### config.mk
export PLATFORM = sky130hd
export DESIGN_NAME = irq_vector_ctrl
export DESIGN_NICKNAME = d
export VERILOG_FILES = /design/src/rtl/irqv_pkg.sv /design/src/rtl/irqv_edge_det.sv /design/src/rtl/irqv_prio.sv /design/src/rtl/irq_vector_ctrl.sv
export SDC_FILE = /design/constraint.sdc
export NUM_CORES = 1
export LEC_CHECK = 0
export BUFFER_PORTS_ARGS = -buffer_cell sky130_fd_sc_hd__buf_2
export CAP_MARGIN = 20
export CORE_MARGIN = 5
export CORE_UTILIZATION = 50
export CTS_BUF_LIST = sky130_fd_sc_hd__clkbuf_2
export DETAILED_ROUTE_END_ITERATION = 7
export PLACE_DENSITY_LB_ADDON = 0.08
export SLEW_MARGIN = 0
export SYNTH_ARGS = -nofsm -noshare
export SYNTH_HDL_FRONTEND = slang
export SYNTH_SLANG_ARGS = --single-unit
### constraint.sdc
create_clock -name clk -period 5.2 [get_ports clk]
set_input_delay 0.78 -clock clk [delete_from_list [all_inputs] [get_ports clk]]
set_output_delay 0.78 -clock clk [all_outputs]
set_load 0.01 [all_outputs]
### src/rtl/irqv_pkg.sv
package irqv_pkg;
   localparam int VEC_N = 5;
   localparam int VID_W = $clog2(VEC_N);
   typedef logic [VID_W-1:0] vec_id_t;
   localparam vec_id_t VID_NMI = vec_id_t'(0);
   localparam vec_id_t VID_PA  = vec_id_t'(1);
   localparam vec_id_t VID_PB  = vec_id_t'(2);
   localparam vec_id_t VID_TMR = vec_id_t'(3);
   localparam vec_id_t VID_ADC = vec_id_t'(4);
   localparam int LATCHED_N = 3;  // vectors 0..2 own a pending latch
endpackage

### src/rtl/irqv_edge_det.sv
module irqv_edge_det #(
   parameter int W         = 4,
   parameter bit RST_VAL   = 1'b0,
   parameter bit FIXED_FALL = 1'b0
) (
   input  logic         clk,
   input  logic         rst_n,
   input  logic [W-1:0] pins,
   input  logic         rise,
   output logic         evt
);
   logic [W-1:0] s1, s2, s3;

   initial begin : elab_chk
      assert (W >= 1) else $error("irqv_edge_det: W must be at least 1");
   end

   always_ff @(posedge clk or negedge rst_n) begin
      if (!rst_n) begin
         s1 <= {W{RST_VAL}};
         s2 <= {W{RST_VAL}};
         s3 <= {W{RST_VAL}};
      end else begin
         s1 <= pins;
         s2 <= s1;
         s3 <= s2;
      end
   end

   generate
      if (FIXED_FALL) begin : g_fall
         logic unused_rise;
         assign unused_rise = rise;
         assign evt = |(~s2 & s3);
      end else begin : g_sel
         assign evt = rise ? |(s2 & ~s3) : |(~s2 & s3);
      end
   endgenerate
endmodule

### src/rtl/irqv_prio.sv
module irqv_prio #(
   parameter int N  = 5,
   parameter int IW = $clog2(N)
) (
   input  logic [N-1:0]  req,
   output logic [N-1:0]  grant,
   output logic          any,
   output logic [IW-1:0] idx
);
   initial begin : elab_chk
      assert (N >= 2 && (1 << IW) >= N) else $error("irqv_prio: bad N/IW");
   end

   generate
      for (genvar i = 0; i < N; i++) begin : g_pr
         if (i == 0) begin : g_first
            assign grant[i] = req[i];
         end else begin : g_rest
            assign grant[i] = req[i] & ~|req[i-1:0];
         end
      end
   endgenerate

   assign any = |req;

   always_comb begin
      idx = '0;
      for (int i = N - 1; i >= 0; i--) begin
         if (grant[i]) idx = IW'(i);
      end
   end

   always_comb begin
      p_grant_onehot_r7: assert ($onehot0(grant));
      p_grant_any_r7: assert (any == (grant != '0));
   end
endmodule

### src/rtl/irq_vector_ctrl.sv
module irq_vector_ctrl
   import irqv_pkg::*;
#(
   parameter int PA_W     = 4,
   parameter int PB_W     = 8,
   parameter int ADDR_W   = 12,
   parameter int VEC_TOP  = 'hFFC,
   parameter int VEC_STEP = 2
) (
   input  logic              clk,
   input  logic              rst_n,
   input  logic              nmi_n,
   input  logic [PA_W-1:0]   grpa_pin,
   input  logic [PB_W-1:0]   grpb_pin,
   input  logic              tmr_zero,
   input  logic              tmr_ie,
   input  logic              adc_eoc,
   input  logic              adc_ie,
   input  logic              gen_en,
   input  logic              edge_rise,
   input  logic              port_to_v2,
   input  logic              irq_ack,
   input  logic              irq_ret,
   output logic              irq_req,
   output logic [VID_W-1:0]  vec_id,
   output logic [ADDR_W-1:0] vec_addr,
   output logic              wake
);
   initial begin : elab_chk
      assert (PA_W >= 1 && PB_W >= 1) else $error("irq_vector_ctrl: empty pin group");
      assert (VEC_STEP > 0 && VEC_TOP >= (VEC_N - 1) * VEC_STEP && VEC_TOP < (1 << ADDR_W))
         else $error("irq_vector_ctrl: vector table does not fit ADDR_W");
   end

   logic                 evt_n, evt_a, evt_b;
   logic [LATCHED_N-1:0] set_v, clr_v, lat;
   logic [VEC_N-1:0]     req;
   logic                 svc_n, svc_m, mask_ok, take, any;
   vec_id_t              win;

   irqv_edge_det #(.W(1), .RST_VAL(1'b1), .FIXED_FALL(1'b1)) u_nmi (
      .clk(clk), .rst_n(rst_n), .pins(nmi_n), .rise(1'b0), .evt(evt_n));
   irqv_edge_det #(.W(PA_W), .RST_VAL(1'b0), .FIXED_FALL(1'b0)) u_pa (
      .clk(clk), .rst_n(rst_n), .pins(grpa_pin), .rise(edge_rise), .evt(evt_a));
   irqv_edge_det #(.W(PB_W), .RST_VAL(1'b0), .FIXED_FALL(1'b0)) u_pb (
      .clk(clk), .rst_n(rst_n), .pins(grpb_pin), .rise(edge_rise), .evt(evt_b));

   assign set_v[VID_NMI] = evt_n;
   assign set_v[VID_PA]  = evt_a & ~port_to_v2;
   assign set_v[VID_PB]  = (evt_a & port_to_v2) | evt_b;

   assign take = irq_ack & any;

   generate
      for (genvar i = 0; i < LATCHED_N; i++) begin : g_lat
         assign clr_v[i] = take && (win == vec_id_t'(i));
         always_ff @(posedge clk or negedge rst_n) begin
            if (!rst_n) lat[i] <= 1'b0;
            else        lat[i] <= set_v[i] | (lat[i] & ~clr_v[i]);
         end
      end
   endgenerate

   assign mask_ok      = gen_en & ~svc_m & ~svc_n;
   assign req[VID_NMI] = lat[VID_NMI] & ~svc_n;
   assign req[VID_PA]  = lat[VID_PA] & mask_ok;
   assign req[VID_PB]  = lat[VID_PB] & mask_ok;
   assign req[VID_TMR] = tmr_zero & tmr_ie & mask_ok;
   assign req[VID_ADC] = adc_eoc & adc_ie & mask_ok;

   logic [VEC_N-1:0] grant;
   irqv_prio #(.N(VEC_N), .IW(VID_W)) u_prio (
      .req(req), .grant(grant), .any(any), .idx(win));

   always_ff @(posedge clk or negedge rst_n) begin
      if (!rst_n) begin
         svc_n <= 1'b0;
         svc_m <= 1'b0;
      end else if (take) begin
         if (win == VID_NMI) svc_n <= 1'b1;
         else                svc_m <= 1'b1;
      end else if (irq_ret) begin
         if (svc_n) svc_n <= 1'b0;
         else       svc_m <= 1'b0;
      end
   end

   function automatic logic [ADDR_W-1:0] vec_address(input vec_id_t id);
      return ADDR_W'(VEC_TOP - int'(id) * VEC_STEP);
   endfunction

   assign irq_req  = any;
   assign vec_id   = win;
   assign vec_addr = vec_address(win);
   assign wake     = any;

   p_mask_gate_r3: assert property (@(posedge clk) disable iff (!rst_n)
      (irq_req && vec_id != VID_NMI) |-> gen_en);
   p_svc_block_r9: assert property (@(posedge clk) disable iff (!rst_n)
      svc_m |-> !(irq_req && vec_id != VID_NMI));
   p_ack_clear_r8: assert property (@(posedge clk) disable iff (!rst_n)
      (take && win == VID_PA && !set_v[VID_PA]) |=> !lat[VID_PA]);
   p_nmi_first_r7: assert property (@(posedge clk) disable iff (!rst_n)
      (lat[VID_NMI] && !svc_n) |-> (irq_req && vec_id == VID_NMI));
   p_latch_hold_r3: assert property (@(posedge clk) disable iff (!rst_n)
      (lat[VID_PB] && !clr_v[VID_PB]) |=> lat[VID_PB]);
endmodule

== Word-level counts from Yosys, hierarchy flattened ==
Index checks and enable logic that the tools add are counted.

* Output and inout port bits: 17
* Logic and storage cells: 92
* Bits of input ports: 24
* Register bits: 44

* Reduce and logical (&&, ||, !) cells: 19
* Bitwise logic cells: 39
* Add/subtract/negate cells: 1
* Equality and inequality tests: 5
* Mux-type cells: 14

{| class="wikitable"
|+ Operators with widths
! operator !! count
|-
| 1-bit AND || 20
|-
| 8-bit AND || 2
|-
| 8-bit NOT || 2
|-
| 8-bit OR reduction || 2
|-
| 3-bit two-way mux || 5
|-
| 4-bit OR reduction || 3
|-
| 12-bit by 4-bit subtractor with 12-bit output (first input constant) || 1
|-
| 1-bit two-way mux || 9
|-
| 4-bit AND || 2
|-
| 4-bit NOT || 2
|-
| 1-bit NOT || 7
|-
| 5-bit OR reduction || 1
|-
| 1-bit zero test || 4
|-
| 2-bit by 1-bit inequality test with 1-bit output (second input constant) || 2
|-
| 1-bit bitwise OR || 4
|-
| 3-bit by 1-bit equality test with 1-bit output (second input constant) || 1
|-
| 3-bit by 2-bit equality test with 1-bit output (second input constant) || 1
|-
| 1-bit logical AND || 3
|-
| 3-bit zero test || 1
|-
| 3-bit AND reduction || 1
|-
| 3-bit OR reduction || 1
|-
| 2-bit inequality test (second input constant) || 1
|-
| 2-bit AND reduction || 1
|-
| 2-bit nonzero test || 1
|-
| 2-bit OR reduction || 1
|}

== Logic depth before layout (Yosys ltp) ==
* Depth after elaboration: 17
* Gate-level depth with buffers: 9
* Gate-level depth less buffers: 9

== Hierarchy ==
Synthesis repeated with hierarchy kept, for this count alone.

* Cells, all modules: 129
* Area, all modules: 1684.1 um^2

{| class="wikitable"
|+ Modules (own cells, without submodules)
! module !! cells each !! seq. area each (um^2) !! instances !! area each (um^2)
|-
| irqv_edge_det at u_pb || 44 || 600.6 || 1 || 716.9
|-
| irq_vector_ctrl || 46 || 125.1 || 1 || 409.1
|-
| irqv_edge_det at u_pa || 22 || 300.3 || 1 || 390.4
|-
| irqv_edge_det at u_nmi || 4 || 78.8 || 1 || 92.6
|-
| irqv_prio || 13 || 0.0 || 1 || 75.1
|}

== Worst setup path after synthesis ==
Ideal clock, no wire load.

* Path kind: input -> output
* From: input port gen_en
* To: output port vec_addr[3]
* Arrival: 2.032 ns
* Stages: 5
* Slack: 2.388 ns
* Buffers on the path: 0
* Required time: 4.420 ns
* Cell sequence: nand2b_4 or3_4 nor3_1 ha_1 xnor2_1

* Elaborated cells on any way between the ends: 22
* Classes of those cells: 1 x add/sub; 5 x mux; 10 x bitwise; 6 x reduce/logical

{| class="wikitable"
|+ RTL lines
! item !! RTL line !! RTL
|-
| from (decl) || irq_vector_ctrl.sv:19 || <nowiki>input logic gen_en,</nowiki>
|-
| 1-bit AND * (2 in a row) || irq_vector_ctrl.sv:64 || <nowiki>assign mask_ok = gen_en & ~svc_m & ~svc_n;</nowiki>
|-
| 1-bit AND, on equally long branches || irq_vector_ctrl.sv:66, irq_vector_ctrl.sv:67 ||
|-
| 3-bit OR reduction || irqv_prio.sv:19 || <nowiki>assign grant[i] = req[i] & ~|req[i-1:0];</nowiki>
|-
| 1-bit zero test || irqv_prio.sv:19 ||
|-
| 1-bit AND || irqv_prio.sv:19 ||
|-
| 3-bit two-way mux (2 in a row) || irqv_prio.sv:29 || <nowiki>if (grant[i]) idx = IW'(i);</nowiki>
|-
| 3-bit two-way mux * (2 in a row) || irqv_prio.sv:29 ||
|-
| net vec_id[1] || irq_vector_ctrl.sv:25 || <nowiki>output logic [VID_W-1:0] vec_id,</nowiki>
|-
| 12-bit by 4-bit subtractor with 12-bit output * || irq_vector_ctrl.sv:89 || <nowiki>return ADDR_W'(VEC_TOP - int'(id) * VEC_STEP);</nowiki>
|-
| to (decl) || irq_vector_ctrl.sv:26 || <nowiki>output logic [ADDR_W-1:0] vec_addr,</nowiki>
|}

The timed path passes the listed nets; every way through them passes the cells marked *.

== Worst setup path after layout ==
* From: input port gen_en
* To: output port vec_addr[3]

* Word-level cells in the longest chain between the ends: 12
* Elaborated cells on any way between the ends: 22
* Classes of those cells: 1 x add/sub; 5 x mux; 10 x bitwise; 6 x reduce/logical

{| class="wikitable"
|+ Ends and longest elaborated chain
! item !! RTL line
|-
| 1-bit AND * (2 in a row) || irq_vector_ctrl.sv:64
|-
| 1-bit AND, on equally long branches || irq_vector_ctrl.sv:66, irq_vector_ctrl.sv:67, irq_vector_ctrl.sv:68
|-
| 4-bit OR reduction || irqv_prio.sv:19
|-
| 1-bit zero test || irqv_prio.sv:19
|-
| 1-bit AND || irqv_prio.sv:19
|-
| 3-bit two-way mux (3 in a row) || irqv_prio.sv:29
|-
| 3-bit two-way mux * (2 in a row) || irqv_prio.sv:29
|-
| 12-bit by 4-bit subtractor with 12-bit output * || irq_vector_ctrl.sv:89
|}

Mark *: on every way between the ends. The rest lies on a longest branch, timed or not.

==> flow_summary.ini <==
[outcome]
outcome = finished clean

[logic_synthesis]
synth_compound_area_share_pct = 11.51
synth.area.top_cells = dfrtp_1 61%, buf_4 4.9%, dfstp_2 4.6%, inv_1 2.9%, ha_1 2.2%
synth_top_family_by_area = simple AND/OR/NAND/NOR gates
yosys-top-cells-count = 41 x dfrtp_1, 13 x inv_1, 11 x buf_4, 6 x nand2b_1, 6 x nor2b_1
postSynth.asyncResetShare_pct = 100.0
synth_area_per_cell_um2 = 13.56
synth_cell_types = 38
synth.top_cell.area_share_pct = 60.52
syn_area_mm2 = 0.001695
syn_inst = 125
synth_xor_area_share_pct = 0.5166
ys_ff_latch = 44
synth_fa_ha_area_share_pct = 2.214
synth_edf_count = 0
synth_mux_area_share_pct = 0.5904
synth.most_common_cell = dfrtp_1
seq_area_frac_synth_pct = 65.17
synthSimpleGateAreaFrac_pct = 11.81
yosysWarningCount = 0
yosys.area.top_type = dfrtp_1
synthFlopType = dfrtp_1

[clock_network]
post_cts_resized = 0
cts_max_path_buffers = 2
cts_tree = built
path_clk_slew_ns = 0.18
cts_setup_buffers = 0
root_buffer = clkbuf_2
numCtsBuffers = 5
cts_hold_buf = 0
htreeDepth = 2
clock-sinks = 44
clk_latency_ns = 0.38

[floorplanning]
ios = 41
dieArea_mm2 = 0.004655
coreArea_mm2 = 0.003311
start_util_pct = 51.21
fp.dieW_um = 68.23
rows = 21
die_h_um = 68.23

[timing]
fin_crit_ns = 2.919
max_freq_mhz = 342.6
slew_headroom_pct = 39.16
final.setup.tns_ns = 0
final_hold_viol_count = 0
finalSetupViolations = 0
clock_skew_ns = 0.01436
grt_setup_unrepaired = no
slew_viol_final = 0
worst_pin_slew_ns = 0.9126
post-route-period-util_pct = 56.13

[place]
dp_hpwl_um = 1826
portBuffers = 31
dp_cells = 198
dpl_cell_area_mm2 = 0.001852
gp_congestion = 0.7918

[worst_setup_path]
cp_slowest_stage_delay_ns = 0.34
crit_arrival_ns = 2.14
crit_top_cell = buf_2
critPathSlowestCell = or3_4
startpoint_type = primary input
cp_cell_sequence = buf_2 > nand2b_4 > or3_4 > nor3_1 > ha_1 > xnor2_1 > buf_2
endpoint_kind = primary output
critical_path_class = in -> out
crit_required_ns = 4.42
worstPathMaxFanout = 4

[grt]
grt_pass1_vias = 962
grt_max_degree = 45
grt_usage_pct = 12.13
overflow = 0
grt_pass1_wl_um = 4050
antenna_found_initial = 0

[power]
vdd_drop_max_v = 0.0001853
switching_share_pct = 27.25
pwr-share-seq_pct = 63.5
leakage_nw = 0.9181
clkPwrFrac_pct = 20.8
power_density_mw_per_mm2 = 322.1
p_int_w = 0.0004430
power_switching_w = 0.0001659
p_comb_share_pct = 15.7

[detailed_routing]
vias = 992
dr.pass1.iters = 4
route.detailed.drc = 0
drt_iter0_drc = 19
drt.antenna.violating_nets = 0
routed_wl_um = 2415
via_per_inst = 4.816
routedWlPerCell_um = 11.72

[final_layout]
final_cell_area_mm2 = 0.001891
area_delta_synth_final_pct = 11.51
num_antenna_cells = 0
fin_nets = 186
layout-drive-gt1-share_pct = 30.63
fin_cells = 206

[run]
drv_cap = 0

[hold_path]
hold_class = reg -> reg
## worst max-delay path: cells and delay by family
kind          cells  cell delay (ns)
buf+inv           2             0.25
simple gates      3             0.74
fa+ha+maj         1             0.24
xor+xnor          1             0.11
## power by group through the flow
stage	sequential, W	combinational (W)	clock [W]
after floorplan	0.000388	0.0000736	0
after global placement	0.000392	0.0000953	0
after detailed placement	0.000394	0.0000969	0
after CTS	0.000387	0.0000975	0.000137
after global routing	0.000390	0.000108	0.000154
final	0.000387	0.0000957	0.000126
## cells in the final DEF, fill, tap and decap left out, types with 3 or more instances in the layout
cell	netlist	final
a21oi_1	3	3
buf_2	0	31
clkbuf_2	0	5
conb_1	2	9
dfrtp_1	41	41
dfstp_2	3	3
ha_1	3	3
inv_1	13	13
nand2b_1	6	6
nor2b_1	6	6
o21ai_0	3	3
## layout make-up
class                      count  area [µm²]
multi-input combinational     64       485.5
inverter                      13       48.80
clock inverter                 3       13.76
sequential                    44        1105
clock buffer                   5       25.02
tap                           46       57.56
fill                         281        1420
timing repair buffer          31       155.1
## routing by layer
metal | routed length [µm] | global-route usage (%) | up-vias
met2 | 1153 | 20.34 | 35
met1 | 956 | 13.36 | 478
met4 | 51 | 5.955 | 0
li1 | - | - | 473
met3 | 253 | 4.762 | 6
met5 | 0 | 0 | -
## logic make-up after synthesis
group                      Yosys count
xor gates and xnor gates             1
DFF                                 44
and+or+nand+nor                     28
AOI/OAI and AO/OA                   22
muxes                                1
buffers and inverters               24
other                                2
adders and majority gates            3
## metrics by stage
step / util [%] / total power (W) / worst slack (ns) / hold WS, ns
floorplan: - / 0.0004620 / 2.388 / 0.3312
global placement: 55.93 / 0.0004873 / 2.336 / 0.3314
detailed placement: 55.93 / 0.0004906 / 2.270 / 0.3347
CTS: 57.11 / 0.0006213 / 2.239 / 0.3727
global route: 57.11 / 0.0006518 / 2.105 / 0.3816
finish: 57.11 / 0.0006089 / 2.281 / 0.3636
## state kept, by name (all words and copies together), names as in the netlist
name      flops
lat           3
svc_m         1
svc_n         1
u_nmi.s1      1
u_nmi.s2      1
u_nmi.s3      1
u_pa.s1       4
u_pa.s2       4
u_pa.s3       4
u_pb.s1       8
u_pb.s2       8
u_pb.s3       8
## final timing paths
| path | endpoint | cells past startpoint | start | slack, ns |
|---|---|---|---|---|
| max in group asynchronous | u_pb.s3[1]$_DFF_PN0_ | 1 | rst_n | 4.14 |
| min in group asynchronous | u_pb.s1[0]$_DFF_PN0_ | 1 | rst_n | 0.50 |
| hold / removal | u_pb.s2[5]$_DFF_PN0_ | 0 | u_pb.s1[5]$_DFF_PN0_ | 0.36 |
| setup / recovery | vec_addr[3] | 7 | gen_en | 2.28 |
| hold reg to reg | u_pb.s2[5]$_DFF_PN0_ | 0 | u_pb.s1[5]$_DFF_PN0_ | 0.36 |
| setup reg to reg | svc_m$_DFFE_PN0P_ | 9 | svc_m$_DFFE_PN0P_ | 3.07 |
Note: power is estimated with default switching activity, not from simulation.
